--- src/rtl/mdu_pkg.sv ---
package mdu_pkg;
  typedef enum logic [1:0] {
    OP_MULU = 2'b00,
    OP_MULS = 2'b01,
    OP_DIVU = 2'b10,
    OP_DIVS = 2'b11
  } mdu_op_e;

  localparam int OP_SIGNED_BIT = 0;
  localparam int OP_DIV_BIT    = 1;
endpackage

--- src/rtl/mdu_ctrl.sv ---
module mdu_ctrl #(
  parameter int W          = 16,
  parameter int R          = 4,
  parameter int MUL_CYCLES = 5,
  parameter int DIV_CYCLES = 10
) (
  input  logic clk,
  input  logic rst,
  input  logic start,
  input  logic op_div,
  input  logic op_signed,
  input  logic opb_zero,
  output logic busy,
  output logic done,
  output logic accept,
  output logic step_en,
  output logic fin,
  output logic run_div,
  output logic run_signed,
  output logic run_zero
);
  localparam int MUL_STEPS = W / R;
  localparam int DIV_STEPS = 2 * W / R;
  localparam int CW        = $clog2(DIV_CYCLES + 1);

  logic [CW-1:0] cnt;
  logic [CW-1:0] steps_lim;
  logic [CW-1:0] last_cnt;

  assign accept = start && !busy;

  always_comb begin
    steps_lim = run_div ? CW'(DIV_STEPS)    : CW'(MUL_STEPS);
    last_cnt  = run_div ? CW'(DIV_CYCLES-1) : CW'(MUL_CYCLES-1);
  end

  assign step_en = busy && (cnt < steps_lim);
  assign fin     = busy && (cnt == last_cnt);

  always_ff @(posedge clk) begin
    if (rst) begin
      busy       <= 1'b0;
      done       <= 1'b0;
      cnt        <= '0;
      run_div    <= 1'b0;
      run_signed <= 1'b0;
      run_zero   <= 1'b0;
    end else begin
      done <= fin;
      if (accept) begin
        busy       <= 1'b1;
        cnt        <= '0;
        run_div    <= op_div;
        run_signed <= op_signed;
        run_zero   <= opb_zero;
      end else if (busy) begin
        cnt <= cnt + 1'b1;
        if (fin) busy <= 1'b0;
      end
    end
  end

  // shadow run-length counter used only by the latency properties
  logic [CW-1:0] run_len;
  always_ff @(posedge clk) begin
    if (rst)         run_len <= '0;
    else if (accept) run_len <= '0;
    else if (busy)   run_len <= run_len + 1'b1;
  end

  AST_BUSY_ON_ACCEPT: assert property (@(posedge clk) disable iff (rst) accept |=> busy);
  AST_MUL_LATENCY: assert property (@(posedge clk) disable iff (rst) (done && !run_div) |-> run_len == CW'(MUL_CYCLES));
  AST_DIV_LATENCY: assert property (@(posedge clk) disable iff (rst) (done && run_div) |-> run_len == CW'(DIV_CYCLES));
  AST_DONE_PULSE: assert property (@(posedge clk) disable iff (rst) done |=> !done);
  AST_DONE_IDLE: assert property (@(posedge clk) disable iff (rst) done |-> !busy);
  AST_START_IGNORED: assert property (@(posedge clk) disable iff (rst) busy |=> ($stable(run_div) && $stable(run_signed) && $stable(run_zero)));
endmodule

--- src/rtl/mdu_mul.sv ---
module mdu_mul #(
  parameter int W = 16,
  parameter int R = 4
) (
  input  logic           clk,
  input  logic           load,
  input  logic           step,
  input  logic           is_signed,
  input  logic [W-1:0]   a,
  input  logic [W-1:0]   b,
  output logic [2*W-1:0] product
);
  logic [2*W-1:0] acc;
  logic [2*W-1:0] mcand;
  logic [W-1:0]   mplier;
  logic           neg;
  logic [W-1:0]   a_mag, b_mag;

  always_comb begin
    a_mag = (is_signed && a[W-1]) ? -a : a;
    b_mag = (is_signed && b[W-1]) ? -b : b;
  end

  always_ff @(posedge clk) begin
    if (load) begin
      acc    <= '0;
      mcand  <= {{W{1'b0}}, a_mag};
      mplier <= b_mag;
      neg    <= is_signed && (a[W-1] ^ b[W-1]);
    end else if (step) begin
      acc    <= acc + mcand * (2*W)'(mplier[R-1:0]);
      mcand  <= mcand << R;
      mplier <= mplier >> R;
    end
  end

  assign product = neg ? -acc : acc;
endmodule

--- src/rtl/mdu_div.sv ---
module mdu_div #(
  parameter int W = 16,
  parameter int R = 4
) (
  input  logic           clk,
  input  logic           rst,
  input  logic           load,
  input  logic           step,
  input  logic           is_signed,
  input  logic [2*W-1:0] dividend,
  input  logic [W-1:0]   divisor,
  output logic [W-1:0]   quot,
  output logic [W-1:0]   rem
);
  logic [W-1:0]   pr;
  logic [2*W-1:0] dq;
  logic [W-1:0]   dvs;
  logic           qneg, rneg;
  logic [2*W-1:0] dd_mag;
  logic [W-1:0]   dv_mag;

  logic [W-1:0]   pr_s [R+1];
  logic [2*W-1:0] dq_s [R+1];
  logic [W:0]     t_s  [R];

  always_comb begin
    dd_mag = (is_signed && dividend[2*W-1]) ? -dividend : dividend;
    dv_mag = (is_signed && divisor[W-1])    ? -divisor  : divisor;
  end

  // R restoring subtract stages per clock
  always_comb begin
    pr_s[0] = pr;
    dq_s[0] = dq;
    for (int i = 0; i < R; i++) begin
      t_s[i] = {pr_s[i], dq_s[i][2*W-1]};
      if (t_s[i] >= {1'b0, dvs}) begin
        pr_s[i+1] = W'(t_s[i] - {1'b0, dvs});
        dq_s[i+1] = {dq_s[i][2*W-2:0], 1'b1};
      end else begin
        pr_s[i+1] = t_s[i][W-1:0];
        dq_s[i+1] = {dq_s[i][2*W-2:0], 1'b0};
      end
    end
  end

  always_ff @(posedge clk) begin
    if (load) begin
      pr   <= '0;
      dq   <= dd_mag;
      dvs  <= dv_mag;
      qneg <= is_signed && (dividend[2*W-1] ^ divisor[W-1]);
      rneg <= is_signed && dividend[2*W-1];
    end else if (step) begin
      pr <= pr_s[R];
      dq <= dq_s[R];
    end
  end

  assign quot = qneg ? -dq[W-1:0] : dq[W-1:0];
  assign rem  = rneg ? -pr : pr;

  AST_REM_BELOW_DIVISOR: assert property (@(posedge clk) disable iff (rst) (step && dvs != '0) |=> pr < dvs);
endmodule

--- src/rtl/muldiv_unit.sv ---
module muldiv_unit #(
  parameter int W          = 16,
  parameter int R          = 4,
  parameter int MUL_CYCLES = 5,
  parameter int DIV_CYCLES = 10
) (
  input  logic         clk,
  input  logic         rst,
  input  logic         start,
  input  logic [1:0]   op,
  input  logic [W-1:0] opa,
  input  logic [W-1:0] opb,
  input  logic         wr_hi,
  input  logic         wr_lo,
  input  logic [W-1:0] wr_data,
  output logic [W-1:0] res_hi,
  output logic [W-1:0] res_lo,
  output logic         busy,
  output logic         done,
  output logic         div_zero
);
  logic accept, step_en, fin, run_div, run_signed, run_zero;
  logic op_div, op_signed, opb_zero;
  logic [2*W-1:0] product;
  logic [W-1:0]   quot, rem;

  assign op_div    = op[mdu_pkg::OP_DIV_BIT];
  assign op_signed = op[mdu_pkg::OP_SIGNED_BIT];
  assign opb_zero  = op_div && (opb == '0);

  mdu_ctrl #(.W(W), .R(R), .MUL_CYCLES(MUL_CYCLES), .DIV_CYCLES(DIV_CYCLES)) u_ctrl (
    .clk(clk), .rst(rst), .start(start), .op_div(op_div), .op_signed(op_signed),
    .opb_zero(opb_zero), .busy(busy), .done(done), .accept(accept), .step_en(step_en),
    .fin(fin), .run_div(run_div), .run_signed(run_signed), .run_zero(run_zero)
  );

  mdu_mul #(.W(W), .R(R)) u_mul (
    .clk(clk), .load(accept), .step(step_en && !run_div), .is_signed(op_signed),
    .a(opa), .b(opb), .product(product)
  );

  mdu_div #(.W(W), .R(R)) u_div (
    .clk(clk), .rst(rst), .load(accept), .step(step_en && run_div), .is_signed(op_signed),
    .dividend({res_hi, res_lo}), .divisor(opb), .quot(quot), .rem(rem)
  );

  always_ff @(posedge clk) begin
    if (rst) begin
      res_hi   <= '0;
      res_lo   <= '0;
      div_zero <= 1'b0;
    end else if (fin) begin
      div_zero <= run_div && run_zero;
      if (!run_div) begin
        res_hi <= product[2*W-1:W];
        res_lo <= product[W-1:0];
      end else if (!run_zero) begin
        res_hi <= rem;
        res_lo <= quot;
      end
    end else if (!busy) begin
      if (wr_hi) res_hi <= wr_data;
      if (wr_lo) res_lo <= wr_data;
    end
  end

  AST_WRITE_BLOCKED: assert property (@(posedge clk) disable iff (rst) (busy && !fin) |=> ($stable(res_hi) && $stable(res_lo)));
  AST_DZ_KEEPS_RESULT: assert property (@(posedge clk) disable iff (rst) (fin && run_zero) |=> ($stable(res_hi) && $stable(res_lo) && div_zero));
  AST_MUL_CLEARS_DZ: assert property (@(posedge clk) disable iff (rst) (fin && !run_div) |=> !div_zero);
endmodule

--- config.mk ---
export PLATFORM = sky130hd
export DESIGN_NAME = muldiv_unit
export DESIGN_NICKNAME = d
export VERILOG_FILES = /design/src/rtl/mdu_pkg.sv /design/src/rtl/mdu_ctrl.sv /design/src/rtl/mdu_mul.sv /design/src/rtl/mdu_div.sv /design/src/rtl/muldiv_unit.sv
export SDC_FILE = /design/constraint.sdc
export NUM_CORES = 1
export LEC_CHECK = 0
export BUFFER_PORTS_ARGS = -buffer_cell sky130_fd_sc_hd__buf_4
export CORE_UTILIZATION = 50
export CTS_CLUSTER_SIZE = 30
export DETAILED_ROUTE_END_ITERATION = 12
export GPL_TIMING_DRIVEN = 0
export HOLD_SLACK_MARGIN = 0.06
export PLACE_DENSITY = 0.67
export RECOVER_POWER = 100
export SLEW_MARGIN = 10
export SYNTH_ARGS = -nofsm -noshare
export SYNTH_HDL_FRONTEND = slang
export SYNTH_SLANG_ARGS = --single-unit
--- constraint.sdc ---
create_clock -name clk -period 20.3 [get_ports clk]
set_input_delay 6.09 -clock clk [delete_from_list [all_inputs] [get_ports clk]]
set_output_delay 6.09 -clock clk [all_outputs]
set_load 0.02 [all_outputs]
==> results.py <==
metrics = {
    "logic_synthesis": {
        "async_flop_share_pct": 0,
        "yosys_warnings": 0,
        "synth-simple-area-share_pct": 18.9,
        "yosysTopAreaCellShare_pct": 14.2,
        "ys_seq_area_share_pct": 26.1,
        "syn_nets": 2370,
        "synth_cell_types": 77,
        "synth_edf_count": 83,
        "syn_area_um2": 17600,
        "synth-seq-cells": 188,
        "synth_area_leaders": "edfxtp_1 (14%), dfxtp_1 (12%), fa_1 (10%)",
        "synth-xor-area-share_pct": 9.51,
        "ys.flop_type": "dfxtp_1",
        "synth_compound_area_share_pct": 18.6,
        "syn_inst": 2117,
        "synthAdderAreaFrac_pct": 17.9,
        "avgSynthCellArea_um2": 8.31,
        "synth_top_family_by_area": "simple AND/OR/NAND/NOR gates",
        "synth_mux_area_share_pct": 3.83,
        "synth_top_area_cell": "edfxtp_1",
    },
    "setup_path": {
        "critPathKind": "register to register",
        "cp-start-kind": "register",
        "rr_worst_depth": 49,
        "cp-end-kind": "register",
        "worstReg2RegStart": "u_div.dvs[1]$_DFFE_PP_",
        "crit_arrival_ps": 14090,
        "slowest_delay_ps": 690,
        "r2r_slack_ps": 6510,
        "crit_path_top_delay_cell": "clkbuf_1",
        "r2r_end": "u_div.pr[1]$_SDFFE_PP0P_",
        "startpoint": "u_div.dvs[1]$_DFFE_PP_",
        "cp_common_cell": "clkbuf_1",
        "crit_required_ps": 20600,
        "crit_fanout": 10,
    },
    "global_route": {
        "grt_max_degree": 35,
        "grt_pass1_wl_um": 85200,
        "first_global_vias": 15300,
        "track_usage_pct": 30.8,
        "grt_overflow": 0,
        "antenna_found_initial": 0,
    },
    "die": {
        "floorplan.initialDensity_pct": 50.9,
        "fp.dieW_um": 190,
        "die_area_um2": 35900,
        "core_area_um2": 34500,
        "rows": 68,
        "ios": 90,
        "die_h_um": 190,
    },
    "detailed_routing": {
        "first_iter_violations": 1338,
        "num_vias": 15800,
        "viasPerCell": 5.88,
        "wirelength_um": 54300,
        "drc": 0,
        "wl_per_cell_um": 20.2,
        "drt_pass1_iterations": 5,
        "antenna_left": 0,
    },
    "placement": {
        "hpwl_um": 43600,
        "gp_congestion": 0.982,
        "place_inst": 2659,
        "io_buffers": 87,
    },
    "timing": {
        "tns_ps": 0,
        "rsz0062_at_grt": "no",
        "worstMarginPinSlew_ps": 1530,
        "hold_viol": 0,
        "period_share_pct": 67.9,
        "hold_ws_ps": 466,
        "setup_violations": 0,
        "maxSlewHeadroom_pct": -2.32,
        "finalMaxSlewViolations": 29,
        "fmax_mhz": 72.5,
        "period_needed_ps": 13790,
        "clock_skew_ps": 18.8,
    },
    "outcome": {
        "status": "finished, violations left",
        "violations": "capacitance limit, slew limit",
    },
    "job": {
        "maxCapViolCount": 2,
    },
    "clock_tree": {
        "post-cts-setup-buffers": 0,
        "cts_buffers": 17,
        "cts_buffer_depth": 2,
        "cts_tree": "built",
        "htree_levels": 4,
        "cts_root_buffer": "clkbuf_16",
        "clkTransAtPathRegs_ps": 80,
        "cts_hold_buf": 0,
        "clock_sinks": 188,
        "post_cts_resized": 0,
        "clk_latency_ps": 480,
    },
    "layout": {
        "final_cell_mix": "nand2_1 (347), o21ai_0 (145), inv_1 (135)",
        "diodes": 0,
        "instances_no_fill": 2691,
        "final_common_cell": "nand2_1",
        "area_growth_pct": 9.35,
        "drive_above_1_share_pct": 5.46,
        "nets": 2476,
    },
    "worst_hold_path": {
        "hp-class": "register to register",
        "hold_path_depth": 2,
        "min_from": "div_zero$_SDFFE_PP0P_",
        "hold_end": "div_zero$_SDFFE_PP0P_",
    },
    "power": {
        "power_mw": 3.22,
        "power.leakage_nw": 8.33,
        "ir_drop_mv": 0.0969,
        "power_per_cell_area_nw_per_um2": 168,
    },
}
[power by group]
| part | leakage, nW | internal [mW] | total [mW] | switching (mW) |
|---|---|---|---|---|
| clock | 0.285 | 0.177 | 0.348 | 0.171 |
| sequential | 1.68 | 0.474 | 0.590 | 0.116 |
| combinational | 6.36 | 0.963 | 2.29 | 1.32 |
| total | 8.33 | 1.61 | 3.22 | 1.61 |
[logic make-up (layout without fill, tap and decap cells)]
| logic type | Yosys count | count (layout) |
|---|---|---|
| mux | 61 | 61 |
| fa+ha+maj | 198 | 198 |
| compound gates | 513 | 513 |
| buf+inv | 231 | 350 |
| simple gates | 735 | 735 |
| flops | 188 | 188 |
| xor+xnor | 191 | 191 |
[worst max path at each step]
stage / end / cells after the start
final: u_div.pr[1]$_SDFFE_PP0P_ / 49
after global routing: u_div.pr[1]$_SDFFE_PP0P_ / 48
after CTS: u_div.dq[0]$_DFFE_PP_ / 46
after detailed placement: u_div.dq[0]$_DFFE_PP_ / 46
after global placement: u_div.pr[1]$_SDFFE_PP0P_ / 46
after floorplan: u_div.dq[0]$_DFFE_PP_ / 47
[sequential cells by signal (all words and copies together) (netlist names)]
signal	flops
u_div.dq	32
res_lo	16
u_ctrl.cnt	4
u_ctrl.run_div	1
u_div.rneg	1
div_zero	1
u_ctrl.done	1
res_hi	16
u_div.qneg	1
u_mul.neg	1
u_div.pr	16
u_mul.acc	32
u_mul.mcand	32
u_ctrl.run_zero	1
u_ctrl.busy	1
u_div.dvs	16
u_mul.mplier	16
[per-layer routing]
| layer | vias up | wire, um | GRT usage [%] |
|---|---|---|---|
| li1 | 7629 | - | - |
| met3 | 82 | 2860 | 3.23 |
| met4 | 0 | 1660 | 10.2 |
| met2 | 478 | 25300 | 51.0 |
| met5 | - | 0 | 0 |
| met1 | 7634 | 24500 | 42.1 |
[cells in the mapped netlist, types with 49 or more instances]
cell type and instances:
o21ai_0 139, a21oi_1 125, fa_1 90, edfxtp_1 83, nand2_1 347, clkbuf_1 79, ha_1 108, and2_1 49
nand3_1 54, xor2_1 79, inv_1 136, xnor2_1 112, nor2_1 132, dfxtp_1 105
[layout make-up]
cell class	count	area [um2]
tap	455	569
timing repair buffer	87	514
buffer	94	354
multi-input combinational	1698	12100
fill	3346	15300
sequential	188	4590
clock buffer	18	439
inverter	137	514
clock inverter	14	154
[per-stage QoR]
stage,util [%],area (um2),setup slack (ps)
detailed placement,54.5,18800,7990
CTS,56.2,19400,7930
global route,55.7,19200,5640
finish,55.7,19200,6510
global placement,54.5,18800,8090
floorplan,-,17600,10190
[worst max-delay path: cells and delay by family, from the launching register on]
kind	cells	cell delay [ps]
compound gates	19	4410
buf+inv	12	3750
mux	5	1990
flops	1	480
fa+ha+maj	4	1230
simple gates	9	1750
Power figures use the tool's default switching activity.
